**config.mk**
```make
export PLATFORM = sky130hd
export DESIGN_NAME = spi_cmd_shifter
export DESIGN_NICKNAME = d
export VERILOG_FILES = /design/src/rtl/spi_cs_pkg.sv /design/src/rtl/spi_cs_regs.sv /design/src/rtl/spi_cs_engine.sv /design/src/rtl/spi_cs_rxbank.sv /design/src/rtl/spi_cmd_shifter.sv
export SDC_FILE = /design/constraint.sdc
export NUM_CORES = 1
export LEC_CHECK = 0
export CELL_PAD_IN_SITES_DETAIL_PLACEMENT = 1
export CELL_PAD_IN_SITES_GLOBAL_PLACEMENT = 1
export CORE_UTILIZATION = 30
export CTS_CLUSTER_DIAMETER = 30
export DETAILED_ROUTE_END_ITERATION = 8
export GPL_ROUTABILITY_DRIVEN = 0
export PLACE_DENSITY = 0.58
export RECOVER_POWER = 25
export SETUP_SLACK_MARGIN = 0.15
export SLEW_MARGIN = 15
export SYNTH_ARGS = -nofsm -noshare
export SYNTH_HDL_FRONTEND = slang
export SYNTH_SLANG_ARGS = --single-unit
```
**constraint.sdc**
```tcl
create_clock -name clk -period 7.1 [get_ports clk]
set_clock_uncertainty 0.15 [all_clocks]
set_input_delay 1.42 -clock clk [delete_from_list [all_inputs] [get_ports clk]]
set_output_delay 1.42 -clock clk [all_outputs]
set_load 0.05 [all_outputs]
```
**src/rtl/spi_cs_pkg.sv**
```systemverilog
package spi_cs_pkg;
  localparam int ADDR_W   = 6;
  localparam int CMD_ADDR = 0;
  localparam int CNT_ADDR = 1;
  localparam int TX_BASE  = 8;
  localparam int RX_BASE  = 16;
  localparam int GO_BIT   = 2;
  localparam int RDX_BIT  = 3;

  typedef enum logic [2:0] {
    ST_IDLE,
    ST_LEAD,
    ST_HIGH,
    ST_LOW,
    ST_TAIL
  } eng_state_e;
endpackage

```
**src/rtl/spi_cs_regs.sv**
```systemverilog
module spi_cs_regs
  import spi_cs_pkg::*;
#(
  parameter int TX_BYTES = 6,
  parameter int RX_BYTES = 10,
  parameter int MAX_BITS = 56,
  parameter int RD_EXTRA = 1
) (
  input  logic                  clk,
  input  logic                  rst_n,
  input  logic                  bus_we,
  input  logic [ADDR_W-1:0]     bus_addr,
  input  logic [7:0]            bus_wdata,
  input  logic                  busy_i,
  input  logic [RX_BYTES*8-1:0] rx_flat_i,
  output logic [7:0]            bus_rdata,
  output logic [TX_BYTES*8-1:0] tx_flat_o,
  output logic                  start_o,
  output logic [$clog2(MAX_BITS+2)-1:0] len_o
);
  localparam int CNT_W = $clog2(MAX_BITS + 2);

  logic [7:0]          tx_q [TX_BYTES];
  logic [TX_BYTES-1:0] tx_we;
  logic [CNT_W-1:0]    cnt_q, cnt_d;
  logic                cnt_we;

  // transmit bank: one enabled byte register per index
  for (genvar g = 0; g < TX_BYTES; g++) begin : g_tx
    assign tx_we[g] = bus_we && !busy_i && (bus_addr == ADDR_W'(TX_BASE + g));
    always_ff @(posedge clk or negedge rst_n) begin
      if (!rst_n) begin
        tx_q[g] <= '0;
      end else if (tx_we[g]) begin
        tx_q[g] <= bus_wdata;
      end
    end
    assign tx_flat_o[8*g +: 8] = tx_q[g];
  end

  // length register, clamped to the cycle limit
  always_comb begin
    cnt_we = bus_we && !busy_i && (bus_addr == ADDR_W'(CNT_ADDR));
    if (bus_wdata > 8'(MAX_BITS)) begin
      cnt_d = CNT_W'(MAX_BITS);
    end else begin
      cnt_d = bus_wdata[CNT_W-1:0];
    end
  end

  always_ff @(posedge clk or negedge rst_n) begin
    if (!rst_n) begin
      cnt_q <= '0;
    end else if (cnt_we) begin
      cnt_q <= cnt_d;
    end
  end

  // start request and effective length
  always_comb begin
    start_o = bus_we && !busy_i && (bus_addr == ADDR_W'(CMD_ADDR)) && bus_wdata[GO_BIT];
    if (bus_wdata[RDX_BIT] && (RD_EXTRA != 0)) begin
      len_o = cnt_q + CNT_W'(1);
    end else begin
      len_o = cnt_q;
    end
  end

  // read-back multiplexer
  always_comb begin
    bus_rdata = '0;
    if (bus_addr == ADDR_W'(CMD_ADDR)) begin
      bus_rdata[GO_BIT] = busy_i;
    end
    if (bus_addr == ADDR_W'(CNT_ADDR)) begin
      bus_rdata = 8'(cnt_q);
    end
    for (int i = 0; i < TX_BYTES; i++) begin
      if (bus_addr == ADDR_W'(TX_BASE + i)) begin
        bus_rdata = tx_q[i];
      end
    end
    for (int i = 0; i < RX_BYTES; i++) begin
      if (bus_addr == ADDR_W'(RX_BASE + i)) begin
        bus_rdata = rx_flat_i[8*i +: 8];
      end
    end
  end
endmodule

```
**src/rtl/spi_cs_engine.sv**
```systemverilog
module spi_cs_engine
  import spi_cs_pkg::*;
#(
  parameter int TX_BYTES = 6,
  parameter int MAX_BITS = 56,
  parameter int HALF_DIV = 2
) (
  input  logic                          clk,
  input  logic                          rst_n,
  input  logic                          start_i,
  input  logic [$clog2(MAX_BITS+2)-1:0] len_i,
  input  logic [TX_BYTES*8-1:0]         tx_flat_i,
  output logic                          cs_n_o,
  output logic                          sclk_o,
  output logic                          mosi_o,
  output logic                          sample_o,
  output logic                          busy_o
);
  localparam int CNT_W   = $clog2(MAX_BITS + 2);
  localparam int DIV_W   = $clog2(2 * HALF_DIV) + 1;
  localparam int TX_BITS = TX_BYTES * 8;

  eng_state_e       state_q, state_d;
  logic [DIV_W-1:0] div_q, div_d;
  logic [CNT_W-1:0] cnt_q, cnt_d;
  logic [CNT_W-1:0] len_q, len_d;
  logic             sclk_q, sclk_d;
  logic             csn_q, csn_d;
  logic [TX_BITS-1:0] tx_shift;

  always_comb begin
    state_d  = state_q;
    div_d    = div_q;
    cnt_d    = cnt_q;
    len_d    = len_q;
    sclk_d   = sclk_q;
    csn_d    = csn_q;
    sample_o = 1'b0;
    unique case (state_q)
      ST_IDLE: begin
        if (start_i && (len_i != '0)) begin
          state_d = ST_LEAD;
          csn_d   = 1'b0;
          cnt_d   = '0;
          len_d   = len_i;
        end
      end
      ST_LEAD: begin
        sclk_d   = 1'b1;
        sample_o = 1'b1;
        div_d    = DIV_W'(HALF_DIV - 1);
        state_d  = ST_HIGH;
      end
      ST_HIGH: begin
        if (div_q == '0) begin
          sclk_d = 1'b0;
          cnt_d  = cnt_q + CNT_W'(1);
          if ((cnt_q + CNT_W'(1)) == len_q) begin
            state_d = ST_TAIL;
            div_d   = DIV_W'(2 * HALF_DIV - 1);
          end else begin
            state_d = ST_LOW;
            div_d   = DIV_W'(HALF_DIV - 1);
          end
        end else begin
          div_d = div_q - DIV_W'(1);
        end
      end
      ST_LOW: begin
        if (div_q == '0) begin
          sclk_d   = 1'b1;
          sample_o = 1'b1;
          div_d    = DIV_W'(HALF_DIV - 1);
          state_d  = ST_HIGH;
        end else begin
          div_d = div_q - DIV_W'(1);
        end
      end
      ST_TAIL: begin
        if (div_q == '0) begin
          csn_d   = 1'b1;
          state_d = ST_IDLE;
        end else begin
          div_d = div_q - DIV_W'(1);
        end
      end
      default: state_d = ST_IDLE;
    endcase
  end

  always_ff @(posedge clk or negedge rst_n) begin
    if (!rst_n) begin
      state_q <= ST_IDLE;
      div_q   <= '0;
      cnt_q   <= '0;
      len_q   <= '0;
      sclk_q  <= 1'b0;
      csn_q   <= 1'b1;
    end else begin
      state_q <= state_d;
      div_q   <= div_d;
      cnt_q   <= cnt_d;
      len_q   <= len_d;
      sclk_q  <= sclk_d;
      csn_q   <= csn_d;
    end
  end

  // bit select by shifting: indices past the bank shift in zeros
  always_comb begin
    tx_shift = tx_flat_i << cnt_q;
    mosi_o   = 1'b0;
    if ((state_q == ST_LEAD) || (state_q == ST_HIGH) || (state_q == ST_LOW)) begin
      mosi_o = tx_shift[TX_BITS-1];
    end
  end

  assign cs_n_o = csn_q;
  assign sclk_o = sclk_q;
  assign busy_o = (state_q != ST_IDLE);
endmodule

```
**src/rtl/spi_cs_rxbank.sv**
```systemverilog
module spi_cs_rxbank #(
  parameter int RX_BYTES = 10
) (
  input  logic                  clk,
  input  logic                  rst_n,
  input  logic                  sample_i,
  input  logic                  miso_i,
  output logic [RX_BYTES*8-1:0] rx_flat_o
);
  localparam int RX_BITS = RX_BYTES * 8;

  logic [RX_BITS-1:0] sr_q, sr_d;

  always_comb begin
    sr_d = {sr_q[RX_BITS-2:0], miso_i};
  end

  always_ff @(posedge clk or negedge rst_n) begin
    if (!rst_n) begin
      sr_q <= '0;
    end else if (sample_i) begin
      sr_q <= sr_d;
    end
  end

  assign rx_flat_o = sr_q;
endmodule

```
**src/rtl/spi_cmd_shifter.sv**
```systemverilog
module spi_cmd_shifter
  import spi_cs_pkg::*;
#(
  parameter int TX_BYTES = 6,
  parameter int RX_BYTES = 10,
  parameter int MAX_BITS = 56,
  parameter int HALF_DIV = 2,
  parameter int RD_EXTRA = 1
) (
  input  logic       clk,
  input  logic       rst_n,
  input  logic       bus_we,
  input  logic [5:0] bus_addr,
  input  logic [7:0] bus_wdata,
  output logic [7:0] bus_rdata,
  output logic       spi_cs_n,
  output logic       spi_sclk,
  output logic       spi_mosi,
  input  logic       spi_miso
);
  localparam int CNT_W = $clog2(MAX_BITS + 2);

  logic [1:0]            rst_sync_q;
  logic                  rst_n_int;
  logic [TX_BYTES*8-1:0] tx_flat;
  logic [RX_BYTES*8-1:0] rx_flat;
  logic                  start;
  logic [CNT_W-1:0]      len;
  logic                  eng_busy;
  logic                  sample;

  // asynchronous assertion, synchronous release
  always_ff @(posedge clk or negedge rst_n) begin
    if (!rst_n) begin
      rst_sync_q <= '0;
    end else begin
      rst_sync_q <= {rst_sync_q[0], 1'b1};
    end
  end
  assign rst_n_int = rst_sync_q[1];

  spi_cs_regs #(
    .TX_BYTES(TX_BYTES), .RX_BYTES(RX_BYTES),
    .MAX_BITS(MAX_BITS), .RD_EXTRA(RD_EXTRA)
  ) u_regs (
    .clk(clk), .rst_n(rst_n_int),
    .bus_we(bus_we), .bus_addr(bus_addr), .bus_wdata(bus_wdata),
    .busy_i(eng_busy), .rx_flat_i(rx_flat), .bus_rdata(bus_rdata),
    .tx_flat_o(tx_flat), .start_o(start), .len_o(len)
  );

  spi_cs_engine #(
    .TX_BYTES(TX_BYTES), .MAX_BITS(MAX_BITS), .HALF_DIV(HALF_DIV)
  ) u_engine (
    .clk(clk), .rst_n(rst_n_int),
    .start_i(start), .len_i(len), .tx_flat_i(tx_flat),
    .cs_n_o(spi_cs_n), .sclk_o(spi_sclk), .mosi_o(spi_mosi),
    .sample_o(sample), .busy_o(eng_busy)
  );

  spi_cs_rxbank #(
    .RX_BYTES(RX_BYTES)
  ) u_rx (
    .clk(clk), .rst_n(rst_n_int),
    .sample_i(sample), .miso_i(spi_miso), .rx_flat_o(rx_flat)
  );
endmodule

```
After elaboration in Yosys (flattened, before gate mapping)
Cells that the tools add are included.

Bits in latches: 0. Bits of input ports: 18. Memories kept: 0. Word-level logic and storage cells: 118. Bits in read-only memories: 0. Bits in registers: 156. RAM bits: 0.

Muxes and demuxes: 42. Reductions and logical operators: 29. Shifts and indexed selects: 1. Equality and inequality tests: 27. $add $sub $neg: 3. $lt $le $gt $ge: 1. Bitwise operators: 0. Divide/modulo/power cells: 0. Multipliers: 0.

Operator list (number): $mux W8 (16); $eq A6 B5 Y1 const B (10); $shl A48 B6 Y48 (1); $eq A6 B4 Y1 const B (6); $mux W6 (5); $mux W3 (8); $pmux W3 S5 (1); $add A6 B1 Y6 const B (2); $pmux W3 S4 (1); $pmux W6 S2 (1); $logic_and A1 B1 Y1 (11); $reduce_and A3 Y1 (3); $gt A8 B6 Y1 const B (1); $ne A2 B1 Y1 const B (4); $eq A3 B2 Y1 const B (2); $eq A6 B1 Y1 const B (1); $eq A6 B6 Y1 (1); $logic_not A3 Y1 (2); $logic_not A6 Y1 (1); $mux W1 (6); $reduce_bool A3 Y1 (2); $reduce_bool A6 Y1 (1); $pmux W1 S2 (2); $reduce_and A2 Y1 (2); 11 further kinds (13).

Depth between registers and ports, before layout
Gate-level depths: netlist of the first run.

Depth after elaboration: 19. Depth in mapped cells: 9. Mapped depth without buffers: 8.

Cells and area by module
Synthesis of the first run repeated with hierarchy kept, for this count alone.

Cells, all modules: 730. Area, all modules: 8969.9 sq um.

By module, submodules not included: spi_cs_regs (area each 3828.7 sq um, times used 1, cells an instance 387); spi_cs_rxbank (area each 3374.5 sq um, times used 1, cells an instance 169); spi_cs_engine (area each 1712.9 sq um, times used 1, cells an instance 171); spi_cmd_shifter (area each 53.8 sq um, times used 1, cells an instance 3).

Least setup slack after synthesis of the first run
OpenSTA, ideal clock, no wires.

Path type: input port to output port. From: in bus_addr[2]. To: out bus_rdata[7]. Arrival: 3.781 ns. Required time: 5.530 ns. Buffers on the path: 2. Setup slack: 1.749 ns. Cell stages on the path: 8. Cell sequence: buf_2 > nand2b_1 > or3_1 > buf_2 > o2bb2ai_1 > a221oi_1 > and3_1 > o31ai_1.

Word-level cells in the longest chain between the ends: 17. Elaborated cells between the ends (all ways): 32. Classes of those cells: eq/ne: 16; mux: 16.

RTL lines: from (decl) (RTL line spi_cmd_shifter.sv:13) `input logic [5:0] bus_addr,`; $eq A6 B4 Y1 (RTL line spi_cs_regs.sv:79) `if (bus_addr == ADDR_W'(TX_BASE + i)) begin`; $mux W8 (6 in series) (RTL line spi_cs_regs.sv:79); $mux W8 (9 in series) (RTL line spi_cs_regs.sv:84) `if (bus_addr == ADDR_W'(RX_BASE + i)) begin`; $mux W8 * (RTL line spi_cs_regs.sv:84); to (decl) (RTL line spi_cmd_shifter.sv:15) `output logic [7:0] bus_rdata,`.

Mark *: on every way between the ends. The rest lies on a longest branch, timed or not.

Worst setup path in the final report of the first run
From: in bus_addr[1]. To: out bus_rdata[2].

Word-level cells in the longest chain between the ends: 19. Elaborated cells between the ends (all ways): 36. Classes of those cells: eq/ne: 17; mux: 18; reduce/logical: 1.

RTL lines: $logic_not A6 Y1 (RTL line spi_cs_regs.sv:72) `if (bus_addr == ADDR_W'(CMD_ADDR)) begin`; $mux W1 (RTL line spi_cs_regs.sv:72); $mux W6 (RTL line spi_cs_regs.sv:75) `if (bus_addr == ADDR_W'(CNT_ADDR)) begin`; $mux W8 (6 in series) (RTL line spi_cs_regs.sv:79); $mux W8 (9 in series) (RTL line spi_cs_regs.sv:84); $mux W8 * (RTL line spi_cs_regs.sv:84).

Marks and branches as above.

==> results of run 1 <==
per-layer routing:
layer	GRT usage, %	vias up
li1	-	2671
met1	24.16	3155
met2	29.66	122
met3	3.126	27
met4	6.245	0
met5	0	-
power breakdown:
part	internal (uW)	total, uW	switching, uW
sequential	964	1120	157
clock	480	921	442
combinational	222	467	245
total	1670	2510	843
layout make-up:
cell class | instances | share of cell area (%)
clock buffer | 18 | 4.650
clock inverter | 14 | 1.576
inverter | 10 | 0.3974
multi-input combinational | 486 | 43.94
sequential | 156 | 41.34
tap | 341 | 4.517
timing repair buffer | 37 | 3.577
cell usage after synthesis, types with 3 or more instances:
master,number
sky130_fd_sc_hd__a211oi_1,9
sky130_fd_sc_hd__a21oi_1,27
sky130_fd_sc_hd__a221o_1,7
sky130_fd_sc_hd__a221oi_1,8
sky130_fd_sc_hd__a22o_1,8
sky130_fd_sc_hd__a22oi_1,8
sky130_fd_sc_hd__a31oi_1,4
sky130_fd_sc_hd__and2_1,4
sky130_fd_sc_hd__and3_1,8
sky130_fd_sc_hd__buf_2,25
sky130_fd_sc_hd__buf_4,5
sky130_fd_sc_hd__clkbuf_1,12
sky130_fd_sc_hd__dfrtp_1,155
sky130_fd_sc_hd__ha_1,4
sky130_fd_sc_hd__inv_1,10
sky130_fd_sc_hd__mux2_1,8
sky130_fd_sc_hd__mux2_2,126
sky130_fd_sc_hd__mux2i_1,19
sky130_fd_sc_hd__mux4_2,15
sky130_fd_sc_hd__nand2_1,35
sky130_fd_sc_hd__nand2b_1,7
sky130_fd_sc_hd__nand3_1,20
sky130_fd_sc_hd__nand4_1,3
sky130_fd_sc_hd__nor2_1,20
sky130_fd_sc_hd__nor2_2,3
sky130_fd_sc_hd__nor2b_1,11
sky130_fd_sc_hd__nor3_1,7
sky130_fd_sc_hd__nor4_1,5
sky130_fd_sc_hd__o2111ai_1,3
sky130_fd_sc_hd__o211ai_1,5
sky130_fd_sc_hd__o21ai_0,20
sky130_fd_sc_hd__o21ai_1,8
sky130_fd_sc_hd__o221ai_1,7
sky130_fd_sc_hd__o22a_1,5
sky130_fd_sc_hd__o22ai_1,6
sky130_fd_sc_hd__o2bb2ai_1,4
sky130_fd_sc_hd__o31ai_1,4
sky130_fd_sc_hd__or3_1,3
sky130_fd_sc_hd__xnor2_1,7
sky130_fd_sc_hd__xor2_1,7
cells in the final DEF (no fill, tap or decap), types with 8 or more instances in the layout:
master	instances
sky130_fd_sc_hd__nand2_1	35
sky130_fd_sc_hd__a21oi_1	27
sky130_fd_sc_hd__nor2b_1	11
sky130_fd_sc_hd__a22oi_1	8
sky130_fd_sc_hd__a22o_1	8
sky130_fd_sc_hd__nand3_1	20
sky130_fd_sc_hd__buf_4	9
sky130_fd_sc_hd__mux2_1	8
sky130_fd_sc_hd__a221oi_1	8
sky130_fd_sc_hd__nor2_1	20
sky130_fd_sc_hd__o21ai_1	8
sky130_fd_sc_hd__mux2_2	126
sky130_fd_sc_hd__clkbuf_16	17
sky130_fd_sc_hd__clkdlybuf4s50_1	25
sky130_fd_sc_hd__and3_1	8
sky130_fd_sc_hd__dfrtp_1	155
sky130_fd_sc_hd__a211oi_1	9
sky130_fd_sc_hd__o21ai_0	20
sky130_fd_sc_hd__inv_1	10
sky130_fd_sc_hd__mux4_2	15
sky130_fd_sc_hd__mux2i_1	19
registers in the layout, indices dropped and copies added (netlist names):
name              cells
u_engine.div_q        3
u_engine.state_q      3
u_engine.cnt_q        6
u_engine.len_q        6
u_engine.cs_n_o       1
u_regs.cnt_q          6
rst_sync_q            2
u_regs.tx_flat_o     48
u_engine.sclk_o       1
u_rx.rx_flat_o       80
cells by family (layout without fill, tap and decap cells):
family,Yosys count,after routing
other cells,1,1
mux,168,168
compound gates,156,156
fa+ha+maj,4,4
buf+inv,54,79
simple gates,143,143
xor+xnor,14,14
flops,156,156
metrics by stage:
| stage | instance area [um2] | hold slack, ps |
|---|---|---|
| after floorplan | 8308 | 181.2 |
| after global placement | 8864 | 192.2 |
| after detailed placement | 8864 | 189.4 |
| after CTS | 9452 | 213.1 |
| after global routing | 9445 | 225.1 |
| final | 9445 | 210.0 |
worst paths after layout:
kind | startpoint | endpoint | slack [ps]
max in group asynchronous | rst_sync_q[1] | u_regs.tx_flat_o[24] | 2440
worst max register to register | rst_sync_q[1] | u_regs.tx_flat_o[24] | 2440
worst max-delay path | bus_addr[1] | bus_rdata[2] | 550
min in group asynchronous | rst_sync_q[1] | u_rx.rx_flat_o[19] | 1020
worst min register to register | rst_sync_q[0] | rst_sync_q[1] | 210
worst min-delay path | rst_sync_q[0] | rst_sync_q[1] | 210
==> summary.txt, run 1 <==
Setup path
  • Reg2reg path depth: 1
  • Number of buffer and inverter stages on the critical path: 2
  • Element type at the critical path start: primary input
  • Crit-path slowest cell: sky130_fd_sc_hd__clkdlybuf4s50_1
  • Setup crit end kind: primary output
  • Data required time of the critical path: 5530 ps
  • Largest stage delay, worst path: 830 ps
  • Cell-by-cell trace of the critical path: clkdlybuf4s50_1 > nor2_2 > and3_1 > a21boi_0 > a221o_1 > a221oi_1 > o2bb2ai_1 > clkdlybuf4s50_1
  • Arrival time at the worst endpoint: 4980 ps
  • CP max FO: 17
  • Cell seen most often among critical-path stages: sky130_fd_sc_hd__clkdlybuf4s50_1
  • CP delay by family, top: buffers and inverters
  • Crit Path Category: in2out
  • Logic depth of the worst setup path including buffers: 8

Timing
  • Accumulated negative setup slack: 0 ps
  • Slew at the pin closest to its max-slew limit: 2794 ps
  • Final worst setup slack: 548.5 ps
  • Setup violators final: 0
  • Hold violation total from the final report: 0
  • Max Freq: 0.1526 GHz
  • RSZ-0062 raised after global routing: no
  • Max-slew violation count: 157
  • Final worst path period need: 6552 ps
  • Period utilization: 92.27%
  • Remaining max-slew budget at the tightest pin: -86.24%

Finish
  • Growth of design area from synthesis to finish: 13.69%
  • Multi-input gate area: 4150 um2
  • Register area: 3905 um2
  • # nets final: 730
  • Non-filler cells, final: 1,062
  • Diode insertion count for antenna repair: 0
  • Final core occ: 34.95%
  • Fraction of final layout cells with drive strength greater than 1: 28.16%
  • Fillers: 2,940

Floorplan
  • Core area: 27,030 um2
  • Area of the die: 28,360 um2
  • Ports: 29
  • Standard-cell rows: 60
  • Die width: 168.4 um
  • Die Ht: 168.4 um
  • Initial Utilization: 30.74%

Detailed routing
  • Routed via count divided by cell count: 5.626
  • Number of DRC violations after detailed routing: 0
  • Highest metal layer with signal wires: met4
  • Routed length on met2: 11,730 um
  • Via count: 5,975
  • Remaining number of nets flagged by the antenna check after routing: 0
  • Wirelength, routed: 24,230 um
  • Detailed-route wire length on metal 1: 11,130 um
  • Met3 wire length: 932 um
  • Routed length per instance: 22.81 um
  • Pre-antenna DRT Iters: 5
  • Drt first-iter violations: 505

CTS
  • TritonCTS clock tree: done
  • Num CTS Buffers: 17
  • Clock root buffer: sky130_fd_sc_hd__clkbuf_16
  • Clk sink count: 156
  • Hold-fix buffers at CTS: 0
  • Insertion delay to the later sink of the worst-skew pair: 450 ps
  • Number of buffers added for setup after CTS: 0
  • CTS HTree Levels: 4
  • Clock Pin Slew Worst Setup and Hold Paths: 80 ps
  • Post-cts sizing count: 0
  • Maximum count of clock buffers along a single path: 2

Synthesis
  • Top_reg_cell synth: sky130_fd_sc_hd__dfrtp_1
  • Count of different cell masters after synthesis: 73
  • Synth async-reset ratio: 100.0%
  • Mean instance size in the synthesized netlist: 11.94 um2
  • Most area-hungry cell type in the Yosys netlist: sky130_fd_sc_hd__dfrtp_1
  • Dominant combinational cell family by area after synthesis: multiplexers
  • Flops & latches, synth: 156
  • Post-Syn Nets: 718
  • Cell count after synthesis: 696
  • Leading post-synthesis cells by cell area: sky130_fd_sc_hd__dfrtp_1 47%, sky130_fd_sc_hd__mux2_2 17%, sky130_fd_sc_hd__mux4_2 4.1%
  • Area share of fa/ha/maj cells after synthesis: 0.6024%
  • Proportion of synthesized area in mux cells: 24.52%
  • Compound-gate portion of the synthesized area: 13.57%
  • Count of flip-flops with a built-in enable after synthesis: 0
  • Area fraction of the dominant cell type after synthesis: 46.69%
  • Share of synthesized cell area in and, or, nand and nor gates: 9.654%
  • Warning count from the yosys run: 0
  • Part of the Yosys area used for sequential elements: 47.00%
  • Synthesized-area fraction occupied by xor and xnor cells: 1.476%
  • Netlist area before placement: 8308 um2

Place
  • Worst setup timing slack at the placement stage: 569.3 ps
  • Number of buffers inserted by port buffering: 28
  • Hpwl dp: 17,510 um
  • Number of cells in the design after placement: 1,030

Global route
  • First-pass GRT wire length: 39,050 um
  • Largest net degree at the start of global routing: 87
  • GRT Resource Usage Total: 18.12%
  • Number of global-route vias before repair: 6,487
  • Aggregate global routing overflow: 0
  • Initial antenna violation count: 0

Min path
  • Hold Path Depth: 0
  • Hold WC Path Type: reg2reg

Pwr
  • Cell Pwr Density: 265.6 nW/um2
  • Leakage power summed over all cells: 0.004137 uW
  • Overall power: 2508 uW
  • Worst IR Drop VDD: 159.2 uV

Flow run
  • Max-cap violations: 2

Status
  • Status: finished, violations left
  • Violations in the final reports: capacitance limit, slew limit
(Power assumes the default switching activity.)
==> inputs of run 2 (changes only) <==
--- a/config.mk
+++ b/config.mk
@@ -11,10 +11,12 @@
 export CTS_CLUSTER_DIAMETER = 30
 export DETAILED_ROUTE_END_ITERATION = 8
 export GPL_ROUTABILITY_DRIVEN = 0
+export GPL_TIMING_DRIVEN = 0
 export PLACE_DENSITY = 0.58
 export RECOVER_POWER = 25
 export SETUP_SLACK_MARGIN = 0.15
 export SLEW_MARGIN = 15
 export SYNTH_ARGS = -nofsm -noshare
 export SYNTH_HDL_FRONTEND = slang
+export SYNTH_HIERARCHICAL = 1
 export SYNTH_SLANG_ARGS = --single-unit
==> run 2 against run 1 <==
The flow still finishes with violations (capacitance limit, slew limit). Total power rose by 16%. Non-clock buffer count increased by 37. Critical path type unchanged. Global-route usage up 0.43 points. Worst hold slack got worse by 6.0 ps. Critical endpoint is now bus_rdata[4].
==> summary.txt, run 2 <==
Status
  • Status: finished, violations left
  • Violations in the final reports: capacitance limit, slew limit

Finish
  • Most frequent standard cell in the layout excluding fill and tap cells: sky130_fd_sc_hd__dfrtp_1
  • Non-filler cells, final: 1,176 (+11%)
  • Diode insertion count for antenna repair: 0 (unchanged)
  • Number of flip-flops in the largest register: 80 (unchanged)
  • Growth of design area from synthesis to finish: 15.58%
  • # nets final: 801 (+9.7%)
  • Fraction of final layout cells with drive strength greater than 1: 30.81% (+2.7 points)
  • Commonest cells after routing, fill and taps aside: 155 x sky130_fd_sc_hd__dfrtp_1, 80 x sky130_fd_sc_hd__mux2_4, 62 x sky130_fd_sc_hd__mux2_2

Setup path
  • CP delay by family, top: buffers and inverters
  • Crit Reg-Reg Startpoint: rst_sync_q[1]
  • Worst flop-to-flop path endpoint: u_rx/rx_flat_o[76]
  • Reg2reg path depth: 1 (unchanged)
  • Cell-by-cell trace of the critical path: clkdlybuf4s50_1 > buf_2 > nor4b_2 > o221ai_1 > a2111oi_0 > nor4b_1 > nor2_1 > clkdlybuf4s50_1
  • CP max FO: 10 (-7)
  • Crit-path slowest cell: sky130_fd_sc_hd__clkdlybuf4s50_1
  • Cell seen most often among critical-path stages: sky130_fd_sc_hd__clkdlybuf4s50_1
  • Largest stage delay, worst path: 850 ps (+20 ps)
  • Worst reg2reg setup slack: 2580 ps (+140 ps)
  • Data required time of the critical path: 5530 ps (about the same)
  • Setup crit end kind: primary output
  • Arrival time at the worst endpoint: 5290 ps (+310 ps)
  • Crit Path Category: in2out
  • Logic depth of the worst setup path including buffers: 8 (unchanged)
  • Element type at the critical path start: primary input
  • Number of buffer and inverter stages on the critical path: 3 (+1)

Detailed routing
  • Wirelength, routed: 27,220 um (+12%)
  • Number of DRC violations after detailed routing: 0 (unchanged)
  • Routed length per instance: 23.14 um (+1.4%)
  • Remaining number of nets flagged by the antenna check after routing: 0 (unchanged)
  • Routed via count divided by cell count: 5.370 (-4.6%)
  • Drt first-iter violations: 425 (-16%)
  • Pre-antenna DRT Iters: 4 (-1)
  • Via count: 6,315 (+5.7%)

Pwr
  • Leakage power summed over all cells: 0.004528 uW (+9.5%)
  • Cell Pwr Density: 280.5 nW/um2 (+5.6%)
  • Worst IR Drop VDD: 169.3 uV (+6.3%)

Synthesis
  • Leading post-synthesis cells by cell area: sky130_fd_sc_hd__dfrtp_1 43%, sky130_fd_sc_hd__mux2_4 13%, sky130_fd_sc_hd__mux2_2 7.8%
  • Netlist area before placement: 8970 um2 (+8.0%)
  • Mean instance size in the synthesized netlist: 12.29 um2 (+2.9%)
  • Count of different cell masters after synthesis: 86 (+18%)
  • Count of flip-flops with a built-in enable after synthesis: 0 (unchanged)
  • Count leader, synth: sky130_fd_sc_hd__dfrtp_1
  • Warning count from the yosys run: 6 (+6)
  • Flops & latches, synth: 156 (unchanged)
  • Synth async-reset ratio: 100.0% (unchanged)
  • Cell count after synthesis: 730 (+4.9%)
  • Area fraction of the dominant cell type after synthesis: 43.24% (-3.4 points)
  • Post-Syn Nets: 752 (+4.7%)
  • Most area-hungry cell type in the Yosys netlist: sky130_fd_sc_hd__dfrtp_1
  • Top_reg_cell synth: sky130_fd_sc_hd__dfrtp_1
  • Synth cell count leaders: 155 x sky130_fd_sc_hd__dfrtp_1, 80 x sky130_fd_sc_hd__mux2_4, 62 x sky130_fd_sc_hd__mux2_2
  • Part of the Yosys area used for sequential elements: 43.53% (-3.5 points)

Global route
  • GRT Resource Usage Total: 18.55% (+0.43 points)
  • Number of global-route vias before repair: 6,649 (+2.5%)
  • First-pass GRT wire length: 42,240 um (+8.2%)
  • Largest net degree at the start of global routing: 60 (-31%)
  • Aggregate global routing overflow: 0 (unchanged)
  • Initial antenna violation count: 0 (unchanged)

CTS
  • TritonCTS clock tree: done
  • Maximum count of clock buffers along a single path: 2 (unchanged)
  • Num CTS Buffers: 17 (unchanged)
  • CTS HTree Levels: 4 (unchanged)
  • Clk sink count: 156 (unchanged)
  • Insertion delay to the later sink of the worst-skew pair: 450 ps (about the same)
  • Number of buffers added for setup after CTS: 0 (unchanged)
  • Clock root buffer: sky130_fd_sc_hd__clkbuf_16
  • Clock Pin Slew Worst Setup and Hold Paths: 60 ps (-20 ps)
  • Post-cts sizing count: 0 (unchanged)
  • Hold-fix buffers at CTS: 0 (unchanged)

Timing
  • RSZ-0062 raised after global routing: no
  • Setup violators final: 0 (unchanged)
  • Hold violation total from the final report: 0 (unchanged)
  • Accumulated negative setup slack: 0 ps (unchanged)
  • Max-slew violation count: 98 (-38%)
  • Remaining max-slew budget at the tightest pin: -82.53% (+3.7 points)
  • Period utilization: 96.63% (+4.4 points)
  • Max Freq: 0.1458 GHz (-4.5%)
  • Final worst path period need: 6861 ps (+309.5 ps)
  • Slew at the pin closest to its max-slew limit: 2738 ps (-55.65 ps)

Min path
  • Endpoint, Worst Hold: rst_sync_q[1]
  • Hold WC Path Type: reg2reg
  • Hold path startpoint: rst_sync_q[0]
  • Hold Path Depth: 0 (unchanged)

Floorplan
  • Area of the die: 30,600 um2 (+7.9%)
  • Initial Utilization: 30.83% (+0.094 points)
  • Die width: 174.9 um (+3.9%)
  • Ports: 29 (unchanged)
  • Core area: 29,090 um2 (+7.6%)
  • Die Ht: 174.9 um (+3.9%)
  • Standard-cell rows: 62 (+3.3%)

Flow run
  • Max-cap violations: 2 (unchanged)

Place
  • Number of buffers inserted by port buffering: 28 (unchanged)
  • Hpwl dp: 20,020 um (+14%)
  • Number of cells in the design after placement: 1,144 (+11%)
[run 2: cell count changes after synthesis, sizes merged, moves of 6 or more]
cell,previous run,this run
nor3,9,18
mux2,134,143
mux2i,19,13
o22ai,6,12
nor2,23,42
[run 2: cell type report]
class                   count  area (um2)
fillers                  3169       18720
clock inverters            14       166.4
clock buffers              18       439.2
multi-input cells         517        4659
flip-flops and latches    156        3905
repair buffers             30       311.5
plain buffers              44       356.6
well taps                 384       480.5
inverters                  13       48.80
[run 2: how the worst max path moves through the flow]
stage	start	end	slack (ps)
after floorplan	bus_addr[0]	bus_rdata[2]	1870
after global placement	rst_sync_q[1]	u_rx/rx_flat_o[64]	130
after detailed placement	bus_addr[5]	bus_rdata[4]	310
after CTS	bus_addr[5]	bus_rdata[4]	290
after global routing	bus_addr[5]	bus_rdata[4]	250
final	bus_addr[5]	bus_rdata[4]	240
[run 2: cells by family (layout without fill, tap and decap cells)]
logic type	after synthesis	after routing	synth area share, %
AO/OA/AOI/OAI	142	142	11.33
XOR/XNOR	14	14	1.367
adder cells (fa/ha/maj)	4	4	0.5580
buffers and inverters	57	119	4.519
flip-flops	156	156	43.53
multiplexers	171	171	26.77
other	1	1	0.04181
AND/OR/NAND/NOR	185	185	11.88
[run 2: where the power goes]
| group | internal (uW) | switching (uW) |
|---|---|---|
| Clock | 541 | 420 |
| Combinational | 408 | 475 |
| Sequential | 969 | 96.3 |
[run 2: layer usage]
metal | GRT usage (%) | wire length [um] | vias up | part of all wire (%)
met1 | 26.38 | 13190 | 3337 | 48
met4 | 5.362 | 380 | 0 | 1.4
met2 | 28.75 | 12760 | 106 | 47
met5 | 0 | 0 | - | 0
li1 | - | - | 2852 | -
met3 | 3.242 | 881 | 20 | 3.2
[run 2: stage by stage]
step / area [um2] / worst slack, ps / power, uW / util (%) / hold WS [ps]
after floorplan: 8970 / 1871 / 1730 / - / 181.2
after global placement: 9731 / 125.1 / 1953 / 33.45 / 187.0
after detailed placement: 9789 / 308.4 / 1968 / 33.65 / 191.3
after CTS: 10400 / 292.3 / 2942 / 35.73 / 206.9
after global routing: 10370 / 249.4 / 3047 / 35.64 / 208.1
final: 10370 / 239.0 / 2909 / 35.64 / 204.0
